**src/rtl/fu_pkg.sv**
```systemverilog
// Shared definitions for the function unit: the operation code type.
// Assumes a 5-bit opcode field; codes not listed decode to a zero result.
package fu_pkg;
    localparam int OPW = 5;

    typedef enum logic [OPW-1:0] {
        OP_ADD  = 5'd0,
        OP_SUB  = 5'd1,
        OP_ADDS = 5'd2,
        OP_SUBS = 5'd3,
        OP_NEG  = 5'd4,
        OP_AND  = 5'd5,
        OP_OR   = 5'd6,
        OP_XOR  = 5'd7,
        OP_NOT  = 5'd8,
        OP_SHL  = 5'd9,
        OP_SHR  = 5'd10,
        OP_MIN  = 5'd11,
        OP_MAX  = 5'd12,
        OP_ABS  = 5'd13,
        OP_K0   = 5'd14,
        OP_K1   = 5'd15,
        OP_KM1  = 5'd16,
        OP_KM2  = 5'd17
    } fu_op_e;

    localparam logic [OPW-1:0] OP_LAST = 5'd17;
endpackage

```
**src/rtl/fu_addsub.sv**
```systemverilog
// Shared adder for add, subtract and negate. It returns the wrapped sum, a
// clamped copy of the sum, and the signed-wrap flag.
// Assumes: negate is computed as 0 - a; subtract is computed as a + ~b + 1.
module fu_addsub #(
    parameter int W = 16
) (
    input  logic [W-1:0] a,
    input  logic [W-1:0] b,
    input  logic         do_sub,
    input  logic         do_neg,
    output logic [W-1:0] wrap_sum,
    output logic [W-1:0] sat_sum,
    output logic         wrapped
);
    localparam logic [W-1:0] SMAX = {1'b0, {(W-1){1'b1}}};
    localparam logic [W-1:0] SMIN = {1'b1, {(W-1){1'b0}}};

    logic [W-1:0] x, y, y_eff;
    logic         cin;

    // Choose the adder inputs for add, subtract or negate.
    always_comb begin
        x     = do_neg ? '0 : a;
        y     = do_neg ? a  : b;
        cin   = do_sub | do_neg;
        y_eff = cin ? ~y : y;
    end

    // Form the sum, detect a signed wrap, and build the clamped value.
    always_comb begin
        wrap_sum = x + y_eff + {{(W-1){1'b0}}, cin};
        wrapped  = (x[W-1] == y_eff[W-1]) && (wrap_sum[W-1] != x[W-1]);
        sat_sum  = wrapped ? (x[W-1] ? SMIN : SMAX) : wrap_sum;
    end
endmodule

```
**src/rtl/fu_shift.sv**
```systemverilog
// Barrel shifter. The shift distance is the low log2(W) bits of amt.
// Fixed-point mode: right shifts are arithmetic and left shifts clamp.
// Integer mode: right shifts are logical and left shifts wrap.
module fu_shift #(
    parameter int W = 16
) (
    input  logic [W-1:0] a,
    input  logic [W-1:0] amt,
    input  logic         fixed_mode,
    output logic [W-1:0] shl,
    output logic [W-1:0] shr
);
    localparam int SHW = $clog2(W);
    localparam logic [W-1:0] SMAX = {1'b0, {(W-1){1'b1}}};
    localparam logic [W-1:0] SMIN = {1'b1, {(W-1){1'b0}}};

    logic [SHW-1:0] n;
    logic [2*W-1:0] wide;
    logic [W:0]     upper;
    logic           fits;

    // Left shift on a sign-extended copy; the value fits if the upper bits all match the sign.
    always_comb begin
        n     = amt[SHW-1:0];
        wide  = {{W{a[W-1]}}, a} << n;
        upper = wide[2*W-1:W-1];
        fits  = (&upper) | ~(|upper);
        if (fixed_mode && !fits)
            shl = a[W-1] ? SMIN : SMAX;
        else
            shl = wide[W-1:0];
    end

    // Right shift, filling with the sign bit in fixed-point mode and with zeros otherwise.
    always_comb begin
        if (fixed_mode)
            shr = W'($signed(a) >>> n);
        else
            shr = a >> n;
    end
endmodule

```
**src/rtl/fu_cmp.sv**
```systemverilog
// Signed comparison logic for minimum, maximum and absolute value.
// Assumes two's-complement operands; the absolute value of the most
// negative number clamps to the most positive one.
module fu_cmp #(
    parameter int W = 16
) (
    input  logic [W-1:0] a,
    input  logic [W-1:0] b,
    output logic [W-1:0] vmin,
    output logic [W-1:0] vmax,
    output logic [W-1:0] vabs
);
    localparam logic [W-1:0] SMAX = {1'b0, {(W-1){1'b1}}};
    localparam logic [W-1:0] SMIN = {1'b1, {(W-1){1'b0}}};

    logic a_lt_b;

    // Signed compare feeding both selectors.
    always_comb begin
        a_lt_b = $signed(a) < $signed(b);
        vmin   = a_lt_b ? a : b;
        vmax   = a_lt_b ? b : a;
    end

    // Absolute value with a clamp for the most negative input.
    always_comb begin
        if (!a[W-1])
            vabs = a;
        else if (a == SMIN)
            vabs = SMAX;
        else
            vabs = -a;
    end
endmodule

```
**src/rtl/fu_core.sv**
```systemverilog
// Combinational multi-operation function unit (top level).
// It decodes the opcode, runs the operand pair through the adder, shifter
// and compare blocks, and picks one result. Assumes no clock: every output
// follows the inputs within the same cycle.
module fu_core
    import fu_pkg::*;
#(
    parameter int W = 16
) (
    input  logic [W-1:0]   op_a,
    input  logic [W-1:0]   op_b,
    input  logic [OPW-1:0] opcode,
    input  logic           fixed_mode,
    output logic [W-1:0]   result,
    output logic           overflow
);
    localparam logic [W-1:0] K_ONE  = {{(W-1){1'b0}}, 1'b1};
    localparam logic [W-1:0] K_MONE = {W{1'b1}};
    localparam logic [W-1:0] K_MTWO = {{(W-1){1'b1}}, 1'b0};

    fu_op_e       op;
    logic         do_sub, do_neg, wrapped;
    logic [W-1:0] wrap_sum, sat_sum, shl, shr, vmin, vmax, vabs;

    // Decode the opcode into adder controls.
    always_comb begin
        op     = fu_op_e'(opcode);
        do_sub = (op == OP_SUB) || (op == OP_SUBS);
        do_neg = (op == OP_NEG);
    end

    fu_addsub #(.W(W)) u_addsub (
        .a(op_a), .b(op_b), .do_sub(do_sub), .do_neg(do_neg),
        .wrap_sum(wrap_sum), .sat_sum(sat_sum), .wrapped(wrapped)
    );

    fu_shift #(.W(W)) u_shift (
        .a(op_a), .amt(op_b), .fixed_mode(fixed_mode), .shl(shl), .shr(shr)
    );

    fu_cmp #(.W(W)) u_cmp (
        .a(op_a), .b(op_b), .vmin(vmin), .vmax(vmax), .vabs(vabs)
    );

    // Result selector; codes outside the menu give zero.
    always_comb begin
        overflow = 1'b0;
        unique case (op)
            OP_ADD, OP_SUB, OP_NEG: begin
                result   = wrap_sum;
                overflow = wrapped;
            end
            OP_ADDS, OP_SUBS: result = sat_sum;
            OP_AND:  result = op_a & op_b;
            OP_OR:   result = op_a | op_b;
            OP_XOR:  result = op_a ^ op_b;
            OP_NOT:  result = ~op_a;
            OP_SHL:  result = shl;
            OP_SHR:  result = shr;
            OP_MIN:  result = vmin;
            OP_MAX:  result = vmax;
            OP_ABS:  result = vabs;
            OP_K0:   result = '0;
            OP_K1:   result = K_ONE;
            OP_KM1:  result = K_MONE;
            OP_KM2:  result = K_MTWO;
            default: result = '0;
        endcase
    end

    // Checks on the selected result against the operands.
    always_comb begin
        // the overflow flag is only raised by the wrapping arithmetic codes
        a_r2_ovf_scope: assert (!overflow || op == OP_ADD || op == OP_SUB || op == OP_NEG);
        // a clamping add of two same-sign operands keeps that sign
        if (op == OP_ADDS && op_a[W-1] == op_b[W-1])
            a_r3_sat_sign: assert (result[W-1] == op_a[W-1]);
        // the minimum never exceeds either operand
        if (op == OP_MIN)
            a_r6_min_bound: assert ($signed(result) <= $signed(op_a) && $signed(result) <= $signed(op_b));
        // the absolute value is never negative
        if (op == OP_ABS)
            a_r7_abs_nonneg: assert (!result[W-1]);
        // unused codes produce zero without overflow
        if (opcode > OP_LAST)
            a_r11_unused_zero: assert (result == '0 && !overflow);
    end
endmodule

```
**config.mk**
```make
export PLATFORM = sky130hd
export DESIGN_NAME = fu_core
export DESIGN_NICKNAME = d
export VERILOG_FILES = /design/src/rtl/fu_pkg.sv /design/src/rtl/fu_addsub.sv /design/src/rtl/fu_shift.sv /design/src/rtl/fu_cmp.sv /design/src/rtl/fu_core.sv
export SDC_FILE = /design/constraint.sdc
export NUM_CORES = 1
export LEC_CHECK = 0
export ABC_AREA = 1
export BUFFER_PORTS_ARGS = -buffer_cell sky130_fd_sc_hd__buf_2
export CORE_MARGIN = 3
export CORE_UTILIZATION = 45
export DETAILED_ROUTE_END_ITERATION = 12
export GPL_TIMING_DRIVEN = 0
export MAX_ROUTING_LAYER = met4
export PLACE_DENSITY_LB_ADDON = 0.05
export SYNTH_ARGS = -nofsm -noshare
export SYNTH_HDL_FRONTEND = slang
export SYNTH_SLANG_ARGS = --single-unit
```
**constraint.sdc**
```tcl
create_clock -name vclk -period 2.8
set_clock_uncertainty 0.05 [all_clocks]
set_input_delay 0.14 -clock vclk [all_inputs]
set_output_delay 0.14 -clock vclk [all_outputs]
set_load 0.01 [all_outputs]
```
; Word-level counts from Yosys, hierarchy flattened
; Cells that the tools add are included.
[op_classes]
addsub = 3
n_lt_le_gt_ge = 1
n_eq_ne = 19
n_shift = 3
muxes = 14
bitwise_logic = 8
n_reduce_logical = 9
[op_table]
columns = op, count
row1 = $pmux W16 S14, 1
row2 = $mux W16, 12
row3 = $eq A5 B4 Y1 const B, 7
row4 = $not A16 Y16, 2
row5 = $shl A32 B4 Y32, 1
row6 = $eq A5 B3 Y1 const B, 4
row7 = $reduce_and A17 Y1, 1
row8 = $reduce_or A17 Y1, 1
row9 = $add A16 B1 Y16, 1
row10 = $add A16 B16 Y16, 1
row11 = $and A16 B16 Y16, 1
row12 = $eq A16 B16 Y1 const B, 1
row13 = $lt A16 B16 Y1, 1
row14 = $neg A16 Y16, 1
row15 = $or A16 B16 Y16, 1
row16 = $shr A16 B4 Y16, 1
row17 = $sshr A16 B4 Y16, 1
row18 = $xor A16 B16 Y16, 1
row19 = $eq A5 B2 Y1 const B, 2
row20 = $eq A5 B5 Y1 const B, 2
row21 = $eq A5 B1 Y1 const B, 1
row22 = $logic_not A5 Y1, 1
row23 = $reduce_or A3 Y1, 1
row24 = $logic_and A1 B1 Y1, 2
row25 = 8 further kinds, 9
[totals]
ff_bits = 0
in_bits = 38
output_inout_bits = 17
word_cells = 57

; Logic depth before layout (Yosys ltp)
; Gate-level depths: netlist of run 1.
[logic_depth]
depth_word = 10
mapped_depth = 23

; Cells and area by module
; Synthesis of run 1 repeated with hierarchy kept, for this count alone.
[hier_totals]
cells_unflattened = 1394
hier_area_um2 = 7100.6
[by_module_without_submodules]
columns = module, n_inst, cells_each, area_per_inst_um2, seq_area_each_um2
row1 = fu_core, 1, 481, 2348.5, 0.0
row2 = fu_shift, 1, 376, 1786.7, 0.0
row3 = fu_addsub, 1, 274, 1550.2, 0.0
row4 = fu_cmp, 1, 263, 1415.1, 0.0

; Worst setup path before layout of run 1
; No wires, ideal clock.
[synth_path]
path_type = input -> output
from = input op_b[3]
to = output result[10]
arrival_time_ps = 2786
setup_slack_ps = -176
cell_stages = 18
n_path_buf = 2
path_cell_list = clkinv_1 clkbuf_1 clkbuf_1 nor2_1 o21ai_0 o21ai_0 ha_1 a21oi_1 nand2_1 a21boi_0 o21ai_0 a21oi_1 xor2_1 nor2_1 nor2_1 nand2_1 nor2_1 nand3_1
[synth_between]
elab_chain_cells = 9
word_cells_on_any_way = 23
[synth_lines]
columns = item, line_no
row1 = from (decl), fu_core.sv:11  ; input logic [W-1:0] op_b,
row2 = $mux W16, fu_addsub.sv:24  ; y = do_neg ? a : b;
row3 = $not A16 Y16, fu_addsub.sv:26  ; y_eff = cin ? ~y : y;
row4 = $mux W16, fu_addsub.sv:26
row5 = $add A16 B16 Y16, fu_addsub.sv:31  ; wrap_sum = x + y_eff + {{(W-1){1'b0}}, cin};
row6 = $add A16 B1 Y16, fu_addsub.sv:31
row7 = $ne A1 B1 Y1, fu_addsub.sv:32  ; wrapped = (x[W-1] == y_eff[W-1]) && (wrap_sum[W-1] != x[W-1]);
row8 = $logic_and A1 B1 Y1, fu_addsub.sv:32
row9 = $mux W16, fu_addsub.sv:33  ; sat_sum = wrapped ? (x[W-1] ? SMIN : SMAX) : wrap_sum;
row10 = $pmux W16 S14 *, fu_core.sv:48  ; unique case (op)
row11 = to (decl), fu_core.sv:14  ; output logic [W-1:0] result,
; Mark *: on every way between the ends. The rest lies on a longest branch, timed or not.

; Worst setup path in the final report of run 1
[layout_path]
from = input opcode[0]
to = output result[2]
[layout_between]
elab_chain_cells = 10
word_cells_on_any_way = 33
[layout_lines]
columns = item, line_no
row1 = from (decl), fu_core.sv:12  ; input logic [OPW-1:0] opcode,
row2 = "$eq A5 B1 Y1, or another cell as far along", "fu_core.sv:28, fu_core.sv:48"
row3 = $logic_or A1 B1 Y1 or $mux W16 (tied branches), "fu_core.sv:28, fu_addsub.sv:24"
row4 = $or A1 B1 Y1 or $not A16 Y16 (tied branches), "fu_addsub.sv:25, fu_addsub.sv:26"
row5 = $mux W16, fu_addsub.sv:26
row6 = $add A16 B16 Y16, fu_addsub.sv:31
row7 = $add A16 B1 Y16, fu_addsub.sv:31
row8 = $ne A1 B1 Y1, fu_addsub.sv:32
row9 = $logic_and A1 B1 Y1, fu_addsub.sv:32
row10 = $mux W16, fu_addsub.sv:33
row11 = $pmux W16 S14 *, fu_core.sv:48
; Marked as above.

==> results.cfg, run 1 <==
[outcome]
status = finished with violations
violations = capacitance limit, slew limit, setup timing

[cells_and_area]
n_clock_buffer = 0
fin_nets = 1349
seq_area_um2 = 0
drive_above_1_share_pct = 24.44
areaGrowthSynthToFinish_pct = 30.46
diodes = 0
design.seq.count = 0

[die]
fp.dieW_um = 120.7
ios = 55
die_area_um2 = 14560
core_um2 = 12720
start_util_pct = 46.50
row_count = 41
die_h_um = 120.7

[drt]
wl_per_cell_um = 21.17
vias = 8785
viasPerCell = 6.204
dr.pass1.iters = 5
drcViolationCount = 0
wirelength_um = 29970
ant_nets = 0
drtIter0Drc = 1198

[place]
dp_hpwl_um = 22370
port_buffers = 54
routabilityCongestion = 1.018

[sta]
tightest_slew_ps = 1600
setup_violations = 17
worst_slack_ps = -519.4
hold_violations = 0
fin_crit_sh_pct = 118.6
max_freq_mhz = 301.3
holdWs_ps = 670.0
slew_viol_final = 7
finalCriticalPeriod_ps = 3319
grt_setup_unrepaired = true
slew_headroom_pct = -7.780

[logic_synthesis]
synth.largest_area_cell = nand2_1
synthDistinctLibCells = 49
synth.area.top_cells = nand2_1 21%, ha_1 14%, nand3_1 12%, o21ai_0 7.8%, nor2_1 7.0%
synth_area_um2 = 5916
yosys_warnings = 0
postSynthCellCount = 1138
seq_area_frac_synth_pct = 0
synth_top_area_share_pct = 21.38
synthesis.nets = 1241
synth.avg_cell_area_um2 = 5.198

[critical_path]
start_kind = input port
cp_max_fo = 10
worstPathArrival_ps = 3130
cp_slowest_cell = o21ai_0
path_cells = buf_8 -> nor2_4 -> nand2_4 -> o21ai_0 -> inv_1 -> clkbuf_1 -> o2111ai_1 -> a21oi_1 -> nand3_1 -> nor2_1 -> nand2_2 -> buf_6
critical-path-max-stage-delay_ps = 1220
cp_data_required_time_ps = 2610
endpoint_kind = output port
crit_path_start = opcode[0]
crit_end = result[2]
critPathKind = input port to output port

[global_routing]
grt_max_degree = 21
antenna_found_initial = 0
grt_pass1_wl_um = 44300
overflow = 0
grt_pass1_vias = 8062
grt_use_total_pct = 39.89

[pwr]
ir_worst_vdd_mv = 0.1641
powerDensity_nw_per_um2 = 223.9
leakagePower_nw = 3.896
total_power_mw = 1.728

[run]
cap_violations = 1

[hold_path]
hold_class = input port to output port
-- worst min path at each step --
stage / startpoint / to / slack [ps] / cells after the start
after global routing: op_b[9] / result[9] / 700 / 4
after CTS: op_b[9] / result[9] / 660 / 4
after floorplan: op_b[10] / result[10] / 430 / 2
after detailed placement: op_b[10] / result[10] / 670 / 4
final: op_b[9] / result[9] / 670 / 4
after global placement: op_b[4] / result[4] / 670 / 4
-- kinds of logic after synthesis --
logic type	count (synthesis)	synth area share [%]
AOI/OAI and AO/OA	235	23.43
adders and majority gates	65	13.87
xor gates and xnor gates	17	2.517
buffers and inverters	164	11.97
muxes	1	0.1692
and+or+nand+nor	656	48.03
-- worst max-delay path, delay by kind of cell --
family	cells	cell delay, ps
compound gates	3	1620
buf+inv	4	920
simple gates	5	450
-- stage by stage --
stage / util [%] / setup WS [ps] / setup TNS (ps) / area [µm²] / instances
6_report: 60.66 / -519.4 / -6170 / 7717 / 1416
5_1_grt: 60.66 / -585.1 / -8088 / 7717 / 1416
4_1_cts: 56.25 / -323.3 / -4512 / 7156 / 1401
3_5_place_dp: 50.37 / -1194 / -19080 / 6409 / 1364
3_3_place_gp: 50.37 / -1184 / -18830 / 6409 / 1364
2_1_floorplan: - / 13.30 / 0 / 5923 / 1138
-- synthesized netlist by cell type (all sizes together) --
cell type / number
nor3: 9
mux2i: 1
a31oi: 3
o22ai: 8
a41oi: 1
nand3: 150
o31ai: 4
a221oi: 7
a221o: 2
o221ai: 2
a2111oi: 3
and2: 5
clkbuf: 22
nor4: 5
o21a: 2
nand4: 12
o21ai: 98
nor3b: 1
xnor2: 5
a22oi: 3
a21o: 2
nand3b: 3
a211oi: 3
xor2: 12
a21oi: 60
inv: 100
o211ai: 30
nand2: 353
nor2: 114
or2: 4
a21boi: 2
clkinv: 3
o2111ai: 5
buf: 39
ha: 64
fa: 1
-- area by class of cell --
cell class                      instances  area [µm²]
Fill cell                            1381        5005
Inverter                              103       414.1
Multi-Input combinational cell        974        5781
Buffer                                 54       416.7
Tap cell                              172       215.2
Timing Repair Buffer                  113       890.9
-- routing by layer --
metal	vias to the layer above	wire, µm	global-route usage, %
met5	-	0	-
met4	0	2728	23.87
met3	173	3001	5.005
met2	580	13070	63.99
met1	3980	11170	47.88
li1	4052	-	-
-- what timing repair did --
action / 4_1_cts / 5_1_grt
hold buffers: 0 / 0
buffers inserted: 42 / 16
resized for setup: 132 / 109
endpoints found under the setup margin: 17 / 17
gates cloned: 2 / 2
pin swaps: 45 / 54
-- power by group --
| group | internal [mW] | total [mW] | leakage (nW) | switching, mW |
|---|---|---|---|---|
| registers | 0 | 0 | 0 | 0 |
| clock network | 0 | 0 | 0 | 0 |
| logic | 0.650 | 1.73 | 3.90 | 1.08 |
-- cell usage in the layout, fill, tap and decap left out, types with 4 or more instances in the layout --
cell	n
nand2_1	301
nand3_1	131
nor2_1	102
inv_1	84
o21ai_0	80
ha_1	59
buf_2	53
buf_4	51
a21oi_1	47
buf_6	33
nand2_2	32
o211ai_1	30
nand2_4	18
nand3_2	16
nand4_1	12
clkbuf_1	12
a21oi_2	11
inv_2	9
o21ai_1	9
o22ai_1	8
a221oi_1	7
o21ai_2	7
xor2_1	7
nor2_4	6
nor2_2	6
inv_4	5
xor2_2	5
buf_8	5
nor3_1	5
o2111ai_1	5
and2_1	5
clkbuf_8	4
nor3_2	4
nor4_1	4
or2_2	4
o31ai_1	4
ha_2	4
Note: power is estimated with default switching activity, not from simulation.
==> run 2: changes to the inputs <==
--- a/config.mk
+++ b/config.mk
@@ -7,12 +7,15 @@
 export LEC_CHECK = 0
 export ABC_AREA = 1
 export BUFFER_PORTS_ARGS = -buffer_cell sky130_fd_sc_hd__buf_2
+export CELL_PAD_IN_SITES_DETAIL_PLACEMENT = 1
+export CELL_PAD_IN_SITES_GLOBAL_PLACEMENT = 1
 export CORE_MARGIN = 3
-export CORE_UTILIZATION = 45
+export CORE_UTILIZATION = 35
 export DETAILED_ROUTE_END_ITERATION = 12
 export GPL_TIMING_DRIVEN = 0
 export MAX_ROUTING_LAYER = met4
 export PLACE_DENSITY_LB_ADDON = 0.05
+export SETUP_SLACK_MARGIN = 0.5
 export SYNTH_ARGS = -nofsm -noshare
 export SYNTH_HDL_FRONTEND = slang
 export SYNTH_SLANG_ARGS = --single-unit
==> results.cfg, run 2 (synthesis results as in run 1) <==
[hold_path]
holdPathStages = 4
hold_start = op_b[4]
holdPathEnd = result[4]
hold_class = input port to output port

[place]
dp_hpwl_um = 25270
place_inst = 1408
routabilityCongestion = 0.9895
port_buffers = 54

[cells_and_area]
layout_commonest_cell = nand2_1
fillers = 2349
fin_nets = 1354
fin_cells = 1466
n_clock_buffer = 0
final_cell_mix = 307 x nand2_1, 129 x nand3_1, 101 x nor2_1
utilization_pct = 48.13
design.seq.count = 0
seq_area_um2 = 0
areaGrowthSynthToFinish_pct = 32.06
drive_above_1_share_pct = 23.14

[global_routing]
grt_use_total_pct = 35.85
grt_max_degree = 12
antenna_found_initial = 1
overflow = 0
grt_most_used_layer = met2
grt_pass1_wl_um = 50010
grt_use_met2_pct = 56.41
grt_pass1_vias = 8700
met1_usage_pct = 48.69
grtUsageMet3_pct = 3.960

[sta]
fin_crit_sh_pct = 118.3
hold_violations = 0
slew_viol_final = 0
setup_violations = 17
worst_slack_ps = -511.1
max_freq_mhz = 302.0
tightest_slew_ps = 1075
slew_headroom_pct = 27.82
finalCriticalPeriod_ps = 3311
grt_setup_unrepaired = true

[critical_path]
cp_data_required_time_ps = 2610
start_kind = input port
endpoint_kind = output port
critPathKind = input port to output port
worstPathArrival_ps = 3120
cp_max_fo = 6

[drt]
ant_nets = 0
dr.pass1.iters = 5
wirelength_um = 32910
drtIter0Drc = 704
wl_per_cell_um = 22.45
vias = 8799
drcViolationCount = 0
viasPerCell = 6.002

[run]
cap_violations = 0

[die]
ios = 55
die_h_um = 136.0
row_count = 46
die_area_um2 = 18500
fp.dieW_um = 136.0
start_util_pct = 36.45
core_um2 = 16230

[clock_network]
cts_hold_buf = 0

[outcome]
violations = setup timing
status = finished with violations

[pwr]
powerDensity_nw_per_um2 = 220.2
leakagePower_nw = 3.928
ir_worst_vdd_mv = 0.1477
-- run 2: worst max path at each step --
stage,from,endpoint,slack [ps],depth (start not counted)
finish,opcode[0],result[13],-510,25
global placement,opcode[0],result[7],-1080,21
CTS,opcode[0],result[14],-360,22
floorplan,opcode[1],result[10],170,18
detailed placement,opcode[0],result[7],-1060,21
global route,opcode[0],result[13],-630,24
-- run 2: worst max-delay path: stages --
cell and delay (ps):
buf_12 90, inv_4 40, nor2_4 130, nand2_4 130, inv_8 130, nor2_4 60, clkbuf_8 170, nand2_2 60
o211ai_1 80, ha_1 380, nand2_2 150, nor4_4 330, nand2_2 110, nand2_4 130, nand2_8 80, nand3_4 90
nand2_2 70, nand2_4 140, buf_6 120, nand2_1 50, nand2_1 70, nand2_1 60, nor2_1 100, nand2_1 60
buf_2 130
-- run 2: repair_timing --
action,4_1_cts,5_1_grt
endpoints found under the setup margin,17,17
gates cloned,4,0
resized for setup,155,20
setup buffers,50,3
pin swaps,52,17
hold endpoints to repair,0,0
-- run 2: per-stage QoR --
step                power (mW)  area (µm²)  setup TNS, ps  hold slack (ps)  setup slack (ps)
floorplan               0.8835        6090              0            412.7             169.1
global placement         1.318        6630         -16980            666.0             -1079
detailed placement       1.330        6630         -16810            666.5             -1065
CTS                      1.628        7696          -4821            661.8            -360.6
global route             1.860        7812          -9274            683.2            -633.4
finish                   1.720        7812          -7223            671.1            -511.1
-- run 2: final cells by class --
type,instances,area (µm²),area share (%)
repair buffers,111,889.6,11.39
multi-input cells,974,5648,72.29
diodes,1,2.502,0.03203
well taps,216,270.3,3.459
plain buffers,61,580.6,7.431
inverters,103,421.7,5.397
-- run 2: metal layers --
layer  up-vias  share of wire [%]  wire length, µm
met5         -                  0                0
met4         0                3.1             1014
met3        81                8.1             2655
met2       418                 44            14600
met1      4234                 44            14630
li1       4066                  -                -
-- run 2: where the power goes --
group	switching (mW)	total, mW	internal (mW)	leakage (nW)
clock	0	0.000000000342	0.000000000333	0.00000921
combinational	1.07	1.72	0.647	3.93
sequential	0	0	0	0
total	1.07	1.72	0.647	3.93
==> run 3: changes to the inputs <==
--- a/config.mk
+++ b/config.mk
@@ -5,7 +5,6 @@
 export SDC_FILE = /design/constraint.sdc
 export NUM_CORES = 1
 export LEC_CHECK = 0
-export ABC_AREA = 1
 export BUFFER_PORTS_ARGS = -buffer_cell sky130_fd_sc_hd__buf_2
 export CELL_PAD_IN_SITES_DETAIL_PLACEMENT = 1
 export CELL_PAD_IN_SITES_GLOBAL_PLACEMENT = 1
@@ -16,6 +15,7 @@
 export MAX_ROUTING_LAYER = met4
 export PLACE_DENSITY_LB_ADDON = 0.05
 export SETUP_SLACK_MARGIN = 0.5
+export SLEW_MARGIN = 20
 export SYNTH_ARGS = -nofsm -noshare
 export SYNTH_HDL_FRONTEND = slang
 export SYNTH_SLANG_ARGS = --single-unit
==> results.cfg, run 3 <==
[outcome]
status = finished with violations
violations = setup timing

[critical_path]
worstPathArrival_ps = 3800
path_buf_inv = 4
worst_path_dominant_cell_family = compound AO/OA/AOI/OAI gates
cp_data_required_time_ps = 2610
cp_max_fo = 5
path_cells = buf_8 -> or4b_4 -> clkbuf_16 -> xnor2_4 -> nand2_1 -> o21ai_1 -> ha_1 -> buf_6 -> nor2b_4 -> o31a_1 -> o21ai_2 -> nand2_2 -> a2111oi_4 -> nor4_1 -> nand4b_1 -> a21oi_2 -> o211ai_1 -> buf_2
critPathKind = input port to output port
cp_slowest_cell = or4b_4
critical-path-max-stage-delay_ps = 530
endpoint_kind = output port
start_kind = input port

[cells_and_area]
layout_commonest_cell = nand2_1
utilization_pct = 47.28
n_clock_buffer = 0
fillers = 1986
seq_area_um2 = 0
diodes = 0
fin_nets = 1031
drive_above_1_share_pct = 28.62
final_cell_mix = 78 x nand2_1, 65 x nor2_1, 60 x a21oi_1
design.seq.count = 0
areaGrowthSynthToFinish_pct = 31.73

[logic_synthesis]
yosys_warnings = 0
synthesis.nets = 928
postSynthCellCount = 825
synth.avg_cell_area_um2 = 6.911
synth_top_area_share_pct = 14.04
synthTopCellsByCount = 82 x nand2_1, 68 x nor2_1, 67 x a21oi_1
synthDistinctLibCells = 78
yosysMostFrequentCell = nand2_1
seq_area_frac_synth_pct = 0
synth.area.top_cells = ha_1 14%, mux4_2 9.5%, a21oi_1 5.9%, mux2i_1 5.8%, o21ai_0 5.5%
synth_area_um2 = 5702
synth.largest_area_cell = ha_1

[global_routing]
grt_max_degree = 12
grtUsageMet3_pct = 2.455
grt_use_total_pct = 35.76
grt_use_met2_pct = 58.04
antenna_found_initial = 0
met1_usage_pct = 47.37
overflow = 0
grt_most_used_layer = met2
grt_pass1_vias = 7687
grt_pass1_wl_um = 48030

[hold_path]
hold_start = op_b[4]
holdPathStages = 4
hold_class = input port to output port
holdPathEnd = result[4]

[drt]
viasPerCell = 6.740
vias = 7697
wl_per_cell_um = 28.67
drtIter0Drc = 850
dr.pass1.iters = 5
drcViolationCount = 0
ant_nets = 0
wirelength_um = 32740

[sta]
slew_viol_final = 0
fin_crit_sh_pct = 142.6
finalCriticalPeriod_ps = 3992
grt_setup_unrepaired = true
max_freq_mhz = 250.5
slew_headroom_pct = 33.82
hold_violations = 0
tns_ps = -17990
setup_violations = 17
tightest_slew_ps = 978.9
worst_slack_ps = -1192

[die]
ios = 55
start_util_pct = 35.89
fp.dieW_um = 133.6
die_h_um = 133.6
die_area_um2 = 17860
row_count = 46
core_um2 = 15890

[pwr]
leakagePower_nw = 3.227
powerDensity_nw_per_um2 = 216.6
ir_worst_vdd_mv = 0.1801

[place]
routabilityCongestion = 0.9925
dp_hpwl_um = 25270
port_buffers = 52

[clock_network]
cts_hold_buf = 0

[run]
cap_violations = 0
-- run 3: changes by cell type after synthesis, sizes merged, moves of 10 or more --
cell / previous run / this run
mux2i: 1 / 33
o21ai: 98 / 68
nor2b: 0 / 10
o221ai: 2 / 22
nor2: 114 / 68
o211ai: 30 / 11
inv: 100 / 49
buf: 39 / 26
xnor2: 5 / 18
mux4: 0 / 24
nand3: 150 / 15
clkbuf: 22 / 54
nand2: 353 / 82
-- run 3: logic make-up (layout without fill, tap and decap cells) --
logic type	after synthesis	after routing	synth area share, %
buffers and inverters	130	231	9.436
XOR/XNOR	26	26	3.994
multiplexers	65	65	16.85
AND/OR/NAND/NOR	247	247	20.45
adder cells (fa/ha/maj)	65	65	14.40
AO/OA/AOI/OAI	292	292	34.87
-- run 3: per-layer routing --
| metal | share of wire, % | vias up | wire [µm] |
|---|---|---|---|
| li1 | - | 3298 | - |
| met1 | 42 | 3951 | 13910 |
| met2 | 47 | 364 | 15230 |
| met3 | 6.3 | 84 | 2074 |
| met4 | 4.7 | 0 | 1533 |
| met5 | 0 | - | 0 |
-- run 3: area by class of cell --
| cell class | count | area [µm²] | share of cell area, % |
|---|---|---|---|
| inverters | 50 | 197.7 | 2.632 |
| multi-input cells | 695 | 5637 | 75.05 |
| plain buffers | 80 | 688.2 | 9.162 |
| well taps | 216 | 270.3 | 3.598 |
| repair buffers | 101 | 718.2 | 9.562 |
-- run 3: through the flow --
step / instances / hold WS [ps] / setup WS, ps / cell area (µm²) / power, mW
2_1_floorplan: 825 / 380.1 / -729.9 / 5879 / 0.8441
3_3_place_gp: 1093 / 670.7 / -2368 / 6410 / 1.255
3_5_place_dp: 1094 / 679.5 / -2434 / 6421 / 1.286
4_1_cts: 1122 / 642.7 / -1199 / 7072 / 1.444
5_1_grt: 1142 / 660.4 / -1258 / 7511 / 1.721
6_report: 1142 / 640.7 / -1192 / 7511 / 1.627
-- run 3: worst min-delay path, delay by kind of cell --
| family | cells | cell delay (ps) |
|---|---|---|
| compound gates | 1 | 90 |
| buf+inv | 2 | 240 |
| simple gates | 1 | 80 |
-- run 3: what timing repair did --
action | CTS | global route
buffers inserted | 27 | 20
gates cloned | 1 | 0
endpoints found under the setup margin | 17 | 17
pin swaps | 19 | 40
endpoints found under the hold margin | 0 | 0
resized for setup | 98 | 86
-- run 3: worst max-delay path by stage --
stage,startpoint,endpoint,slack (ps),cells after the start
floorplan,opcode[0],result[3],-730,18
global placement,op_b[2],result[8],-2370,17
detailed placement,op_b[2],result[8],-2430,17
CTS,opcode[2],result[3],-1200,18
global route,opcode[4],result[14],-1260,18
finish,opcode[4],result[14],-1190,18
-- run 3: where the power goes --
part / internal, mW / switching (mW)
logic: 0.677 / 0.950
clock network: 0 / 0
registers: 0 / 0
total: 0.677 / 0.950
